<file path="src/rtl/nvm_tick_pkg.sv">
package nvm_tick_pkg;

    localparam int DIV_W = 6;
    localparam int PRE_W = 3;
    localparam int REG_W = DIV_W + 2;

    typedef struct packed {
        logic             prescale;
        logic [DIV_W-1:0] divisor;
    } div_cfg_t;

    function automatic logic [REG_W-1:0] status_word(input logic loaded, input div_cfg_t cfg);
        return {loaded, cfg};
    endfunction

endpackage

</file>
<file path="src/rtl/nvm_cfg_lock.sv">
module nvm_cfg_lock
    import nvm_tick_pkg::*;
(
    input  logic             clk,
    input  logic             rst,
    input  logic             wr_en,
    input  logic [REG_W-2:0] wr_cfg,
    output logic             loaded,
    output div_cfg_t         cfg
);

    always_ff @(posedge clk) begin
        if (rst) begin
            loaded <= 1'b0;
            cfg    <= '0;
        end else if (wr_en && !loaded) begin
            loaded <= 1'b1;
            cfg    <= div_cfg_t'(wr_cfg);
        end
    end


    first_write_sets_chk: assert property (@(posedge clk) disable iff (rst)
        (wr_en && !loaded) |=> loaded);


    lock_sticky_chk: assert property (@(posedge clk) disable iff (rst)
        loaded |=> (loaded && $stable(cfg)));

endmodule

</file>
<file path="src/rtl/nvm_prescale.sv">
module nvm_prescale #(
    parameter int PRE_W = 3
) (
    input  logic clk,
    input  logic rst,
    input  logic run,
    input  logic use_pre,
    output logic stb
);

    generate
        if (PRE_W == 0) begin : g_none
            assign stb = run;
        end else begin : g_cnt
            logic [PRE_W-1:0] cnt;

            always_ff @(posedge clk) begin
                if (rst || !run) begin
                    cnt <= '0;
                end else if (use_pre) begin
                    cnt <= cnt + 1'b1;
                end
            end

            assign stb = run && (!use_pre || (cnt == '1));


            pre_held_chk: assert property (@(posedge clk) disable iff (rst)
                !run |=> (cnt == '0));
        end
    endgenerate

endmodule

</file>
<file path="src/rtl/nvm_div_count.sv">
module nvm_div_count #(
    parameter int DIV_W = 6
) (
    input  logic             clk,
    input  logic             rst,
    input  logic             run,
    input  logic             stb,
    input  logic [DIV_W-1:0] limit,
    output logic             tick
);

    logic [DIV_W-1:0] cnt;
    logic             at_end;

    assign at_end = (cnt == limit);

    always_ff @(posedge clk) begin
        if (rst || !run) begin
            cnt <= '0;
        end else if (stb) begin
            cnt <= at_end ? '0 : cnt + 1'b1;
        end
    end

    assign tick = run && stb && at_end;


    div_held_chk: assert property (@(posedge clk) disable iff (rst)
        !run |=> (cnt == '0));


    div_range_chk: assert property (@(posedge clk) disable iff (rst)
        run |-> (cnt <= limit));

endmodule

</file>
<file path="src/rtl/nvm_tick_gen.sv">
module nvm_tick_gen
    import nvm_tick_pkg::*;
(
    input  logic             clk,
    input  logic             rst,
    input  logic             wr_en,
    input  logic [REG_W-1:0] wr_data,
    output logic [REG_W-1:0] rd_data,
    output logic             tick,
    output logic             pe_enable
);

    logic     loaded;
    div_cfg_t cfg;
    logic     pre_stb;
    logic     unused_flag_bit;

    assign unused_flag_bit = wr_data[REG_W-1];

    nvm_cfg_lock u_lock (
        .clk    (clk),
        .rst    (rst),
        .wr_en  (wr_en),
        .wr_cfg (wr_data[REG_W-2:0]),
        .loaded (loaded),
        .cfg    (cfg)
    );

    nvm_prescale #(.PRE_W(PRE_W)) u_pre (
        .clk     (clk),
        .rst     (rst),
        .run     (loaded),
        .use_pre (cfg.prescale),
        .stb     (pre_stb)
    );

    nvm_div_count #(.DIV_W(DIV_W)) u_div (
        .clk   (clk),
        .rst   (rst),
        .run   (loaded),
        .stb   (pre_stb),
        .limit (cfg.divisor),
        .tick  (tick)
    );

    assign rd_data   = status_word(loaded, cfg);
    assign pe_enable = loaded;


    tick_gated_chk: assert property (@(posedge clk) disable iff (rst)
        tick |-> rd_data[REG_W-1]);


    tick_single_chk: assert property (@(posedge clk) disable iff (rst)
        (tick && (cfg.prescale || cfg.divisor != '0)) |=> !tick);


    pre_spacing_chk: assert property (@(posedge clk) disable iff (rst)
        (tick && cfg.prescale) |=> (!tick && $stable(cfg)));

endmodule

</file>
<file path="config.mk">
export PLATFORM = sky130hd
export DESIGN_NAME = nvm_tick_gen
export DESIGN_NICKNAME = d
export VERILOG_FILES = /design/src/rtl/nvm_tick_pkg.sv /design/src/rtl/nvm_cfg_lock.sv /design/src/rtl/nvm_prescale.sv /design/src/rtl/nvm_div_count.sv /design/src/rtl/nvm_tick_gen.sv
export SDC_FILE = /design/constraint.sdc
export NUM_CORES = 1
export LEC_CHECK = 0
export ABC_AREA = 0
export BUFFER_PORTS_ARGS = -buffer_cell sky130_fd_sc_hd__buf_2
export CELL_PAD_IN_SITES_DETAIL_PLACEMENT = 2
export CELL_PAD_IN_SITES_GLOBAL_PLACEMENT = 2
export CORE_MARGIN = 2
export CORE_UTILIZATION = 34
export DETAILED_ROUTE_END_ITERATION = 6
export PLACE_DENSITY_LB_ADDON = 0.1
export SYNTH_ARGS = -nofsm -noshare
export SYNTH_HDL_FRONTEND = slang
export SYNTH_HIERARCHICAL = 1
export SYNTH_SLANG_ARGS = --single-unit
</file>
<file path="constraint.sdc">
create_clock -name clk -period 4.4 [get_ports clk]
set_input_delay 0.88 -clock clk [delete_from_list [all_inputs] [get_ports clk]]
set_output_delay 0.88 -clock clk [all_outputs]
set_load 0.02 [all_outputs]
</file>
==> run_results.csv <==
group,metric,value,unit
job,drv_cap,0,
synth,synth_compound_area_share,12.39,%
timing,clock_skew,0.0006621,ns
hold_path,hold_class,"reg -> reg",
setup_path,r2r_setup_slack,2.62,ns
power_and_ir_drop,ir_worst_vdd,0.1805,mV
cells_and_area,fillers,281,
cts,root_buffer,"clkbuf_4",
power_and_ir_drop,p_comb_share,16.1,%
setup_path,cp-endpoint,"tick",
cts,cts_setup_buffers,0,
synth,synthXorXnorAreaFrac,11.10,%
routing,postRouteAntennaNets,0,
setup_path,ff2ff_path_depth,8,
synth,synth_top_cell_by_area,"dfxtp_1",
synth,synth-adder-area-share,4.323,%
timing,hold_violations,0,
timing,tightest_slew,0.5100,ns
timing,finalMaxSlewViolations,0,
global_routing,grt_usage,15.93,%
setup_path,cp_slowest_cell,"dfxtp_1",
global_routing,grt_pass1_wl,3374,um
timing,setup_viol,0,
setup_path,reg2reg_from,"u_pre/g_cnt.cnt[0]",
cts,clk_pin_slew,0.10,ns
routing,wl_per_cell,15.05,um
routing,dr.first_iter.drc_count,3,
floorplanning,die_h,54.54,um
cts,ctsResizeCount,0,
synth,syn_nets,99,
synth,yosys-mux-area-fraction,3.458,%
synth,ys_types,26,
cts,hold_buffers,0,
synth,yosys.area_share.simple,25.79,%
synth,synth_edf_count,0,
synth,syn_area,868.3,sq um
power_and_ir_drop,p_per_area,299.9,nW/um^2
timing,grt_setup_unrepaired,"no",
cts,cts_tree,"built",
synth,synth-main-ff-cell,"dfxtp_1",
cts,h-tree-depth,1,
cts,clock_sinks,17,
floorplanning,core_area,2455,sq um
timing,finalSetupTns,0,ns
synth,synthArstFlopShare,0,%
setup_path,startpoint_type,"flop",
cts,cts_max_path_buffers,2,
power_and_ir_drop,p_sw,87.96,uW
power_and_ir_drop,finalPower,302.1,uW
synth,ys_seq_elements,17,
floorplanning,die_area,2974,sq um
floorplanning,initial_core_util,35.37,%
power_and_ir_drop,p_clk_share,28.8,%
power_and_ir_drop,swShare,29.12,%
timing,holdWs,0.5082,ns
synth,synth_common_cells,"dfxtp_1 (17), nand2b_1 (9), nand4bb_1 (7), xor2_1 (6)",
setup_path,required,3.52,ns
synth,synthTopCellsByArea,"dfxtp_1 (39%), nand4bb_1 (9.1%), nand2b_1 (6.5%)",
placed_design,post-dp-hpwl,1511,um
global_routing,grt_overflow,0,
floorplanning,pin_count,21,
setup_path,arrival,1.94,ns
power_and_ir_drop,internal_power,214.2,uW
timing,fin_crit,2.823,ns
synth,ys_warn_count,6,
power_and_ir_drop,seqPwrFrac,55.1,%
placed_design,io_buffer_count,19,
global_routing,antenna_found_initial,0,
cells_and_area,final_nets,120,
setup_path,crit_fanout,7,
timing,slew_headroom,65.81,%
synth,synth_top_area_share,39.19,%
cts,clk_latency,0.30,ns
setup_path,critPathCaptureType,"output port",
synth,synth_most_common_cell,"dfxtp_1",
setup_path,crit_type,"reg -> out",
setup_path,cp_cell_sequence,"ha_1 > ha_1 > inv_1 > a21boi_0 > buf_4 > and4_4 > and3_1 > buf_2",
synth,syn_avg_cell_area,10.22,sq um
routing,num_vias,701,
routing,drt_pre_antenna_iters,2,
floorplanning,die_x,54.54,um
global_routing,first_global_vias,662,
routing,drc,0,
status,status,"finished, final reports clean",
cts,cts_buffers,3,
timing,period_share,64.17,%
power_and_ir_drop,p_leak,0.4017,nW
synth,synth_cells,85,
setup_path,slowest_delay,0.37,ns
setup_path,crit_path_start,"u_pre/g_cnt.cnt[0]",
setup_path,rr_endpoint,"u_div/cnt[5]",
timing,max_freq,354.2,MHz
global_routing,grt_max_degree,18,
cells_and_area,syn2layout_area_growth,15.99,%
synth,synth_top_family_by_area,"simple AND/OR/NAND/NOR gates",
routing,viasPerCell,5.193,
placed_design,place.gp.congestion,0.6798,
synth,seq_area_frac_synth,39.19,%
floorplanning,rows,18,
setup_path,timing.critical_path.mode_cell,"ha_1",
routing,wl,2032,um
cells_and_area,antenna_cells,0,
cells_and_area,drive_gt1_share,28.57,%
## logic make-up (layout without fill, tap and decap cells)
| logic type | after synthesis | after routing |
|---|---|---|
| buffers and inverters | 5 | 25 |
| AOI/OAI and AO/OA | 15 | 15 |
| adders and majority gates | 3 | 3 |
| and+or+nand+nor | 31 | 31 |
| xor gates and xnor gates | 11 | 11 |
| muxes | 3 | 3 |
| DFF | 17 | 17 |
## layer usage
layer / global-route usage (%) / vias to the layer above / part of all wire (%)
met5: 0 / - / 0
met4: 2.500 / 0 / 0
met3: 6.011 / 0 / 4.2
met2: 25.90 / 14 / 48
met1: 20.30 / 338 / 48
li1: - / 349 / -
## metrics by stage
| stage | std cells | util [%] | instance area (sq um) | worst slack [ns] |
|---|---|---|---|---|
| floorplan | 85 | - | 868.3 | 1.989 |
| global placement | 131 | 39.91 | 979.7 | 1.938 |
| detailed placement | 131 | 39.91 | 979.7 | 1.891 |
| CTS | 135 | 41.03 | 1007 | 1.526 |
| global route | 135 | 41.03 | 1007 | 1.389 |
| finish | 135 | 41.03 | 1007 | 1.577 |
## registers in the layout, indices dropped and copies added (netlist names)
| name | count |
|---|---|
| u_div/cnt | 6 |
| u_pre/g_cnt.cnt | 3 |
| u_lock/loaded | 1 |
| u_lock/cfg | 7 |
## layout make-up
type,count,area [sq um],share of cell area (%)
multi-input cells,63,495.5,49.19
flip-flops and latches,17,340.3,33.79
repair buffers,20,102.6,10.19
well taps,30,37.54,3.727
clock buffers,3,22.52,2.236
clock inverters,1,5.005,0.4969
inverters,1,3.754,0.3727
## placed cells by master, fill, tap and decap left out, drive strengths merged
master	netlist	final
nand4	2	2
nor3	1	1
nand2	1	1
and2b	1	1
dfxtp	17	17
xor2	6	6
clkinv	0	1
a21boi	1	1
clkbuf	0	3
nor2	5	5
and3	1	1
o21ai	8	8
nand2b	9	9
a211oi	5	5
a221oi	1	1
or3	1	1
buf	4	20
nand4bb	7	7
nand3	2	2
xnor2	5	5
and4	1	1
mux2i	3	3
ha	3	3
inv	1	1
## how the worst min path moves through the flow
stage | from | end | slack (ns) | cells past startpoint
finish | u_lock/cfg[5] | u_lock/cfg[5] | 0.51 | 2
global route | u_lock/cfg[5] | u_lock/cfg[5] | 0.53 | 2
CTS | u_lock/cfg[5] | u_lock/cfg[5] | 0.51 | 2
detailed placement | u_lock/cfg[5] | u_lock/cfg[5] | 0.50 | 2
global placement | u_pre/g_cnt.cnt[2] | u_pre/g_cnt.cnt[2] | 0.48 | 2
floorplan | u_pre/g_cnt.cnt[1] | u_pre/g_cnt.cnt[1] | 0.46 | 2
## critical path: cells and delay by family, from the launching register on
family	cells	cell delay, ns
fa+ha+maj	2	0.29
compound gates	1	0.15
flops	1	0.37
simple gates	2	0.46
buf+inv	3	0.37
## power groups by stage
stage / combinational (mW) / clock, mW / sequential, mW
2_1_floorplan: 0.0293 / 0 / 0.174
3_3_place_gp: 0.0475 / 0 / 0.170
3_5_place_dp: 0.0492 / 0 / 0.170
4_1_cts: 0.0494 / 0.0911 / 0.167
5_1_grt: 0.0536 / 0.0984 / 0.168
6_report: 0.0487 / 0.0869 / 0.167
Note: power is estimated with default switching activity, not from simulation.
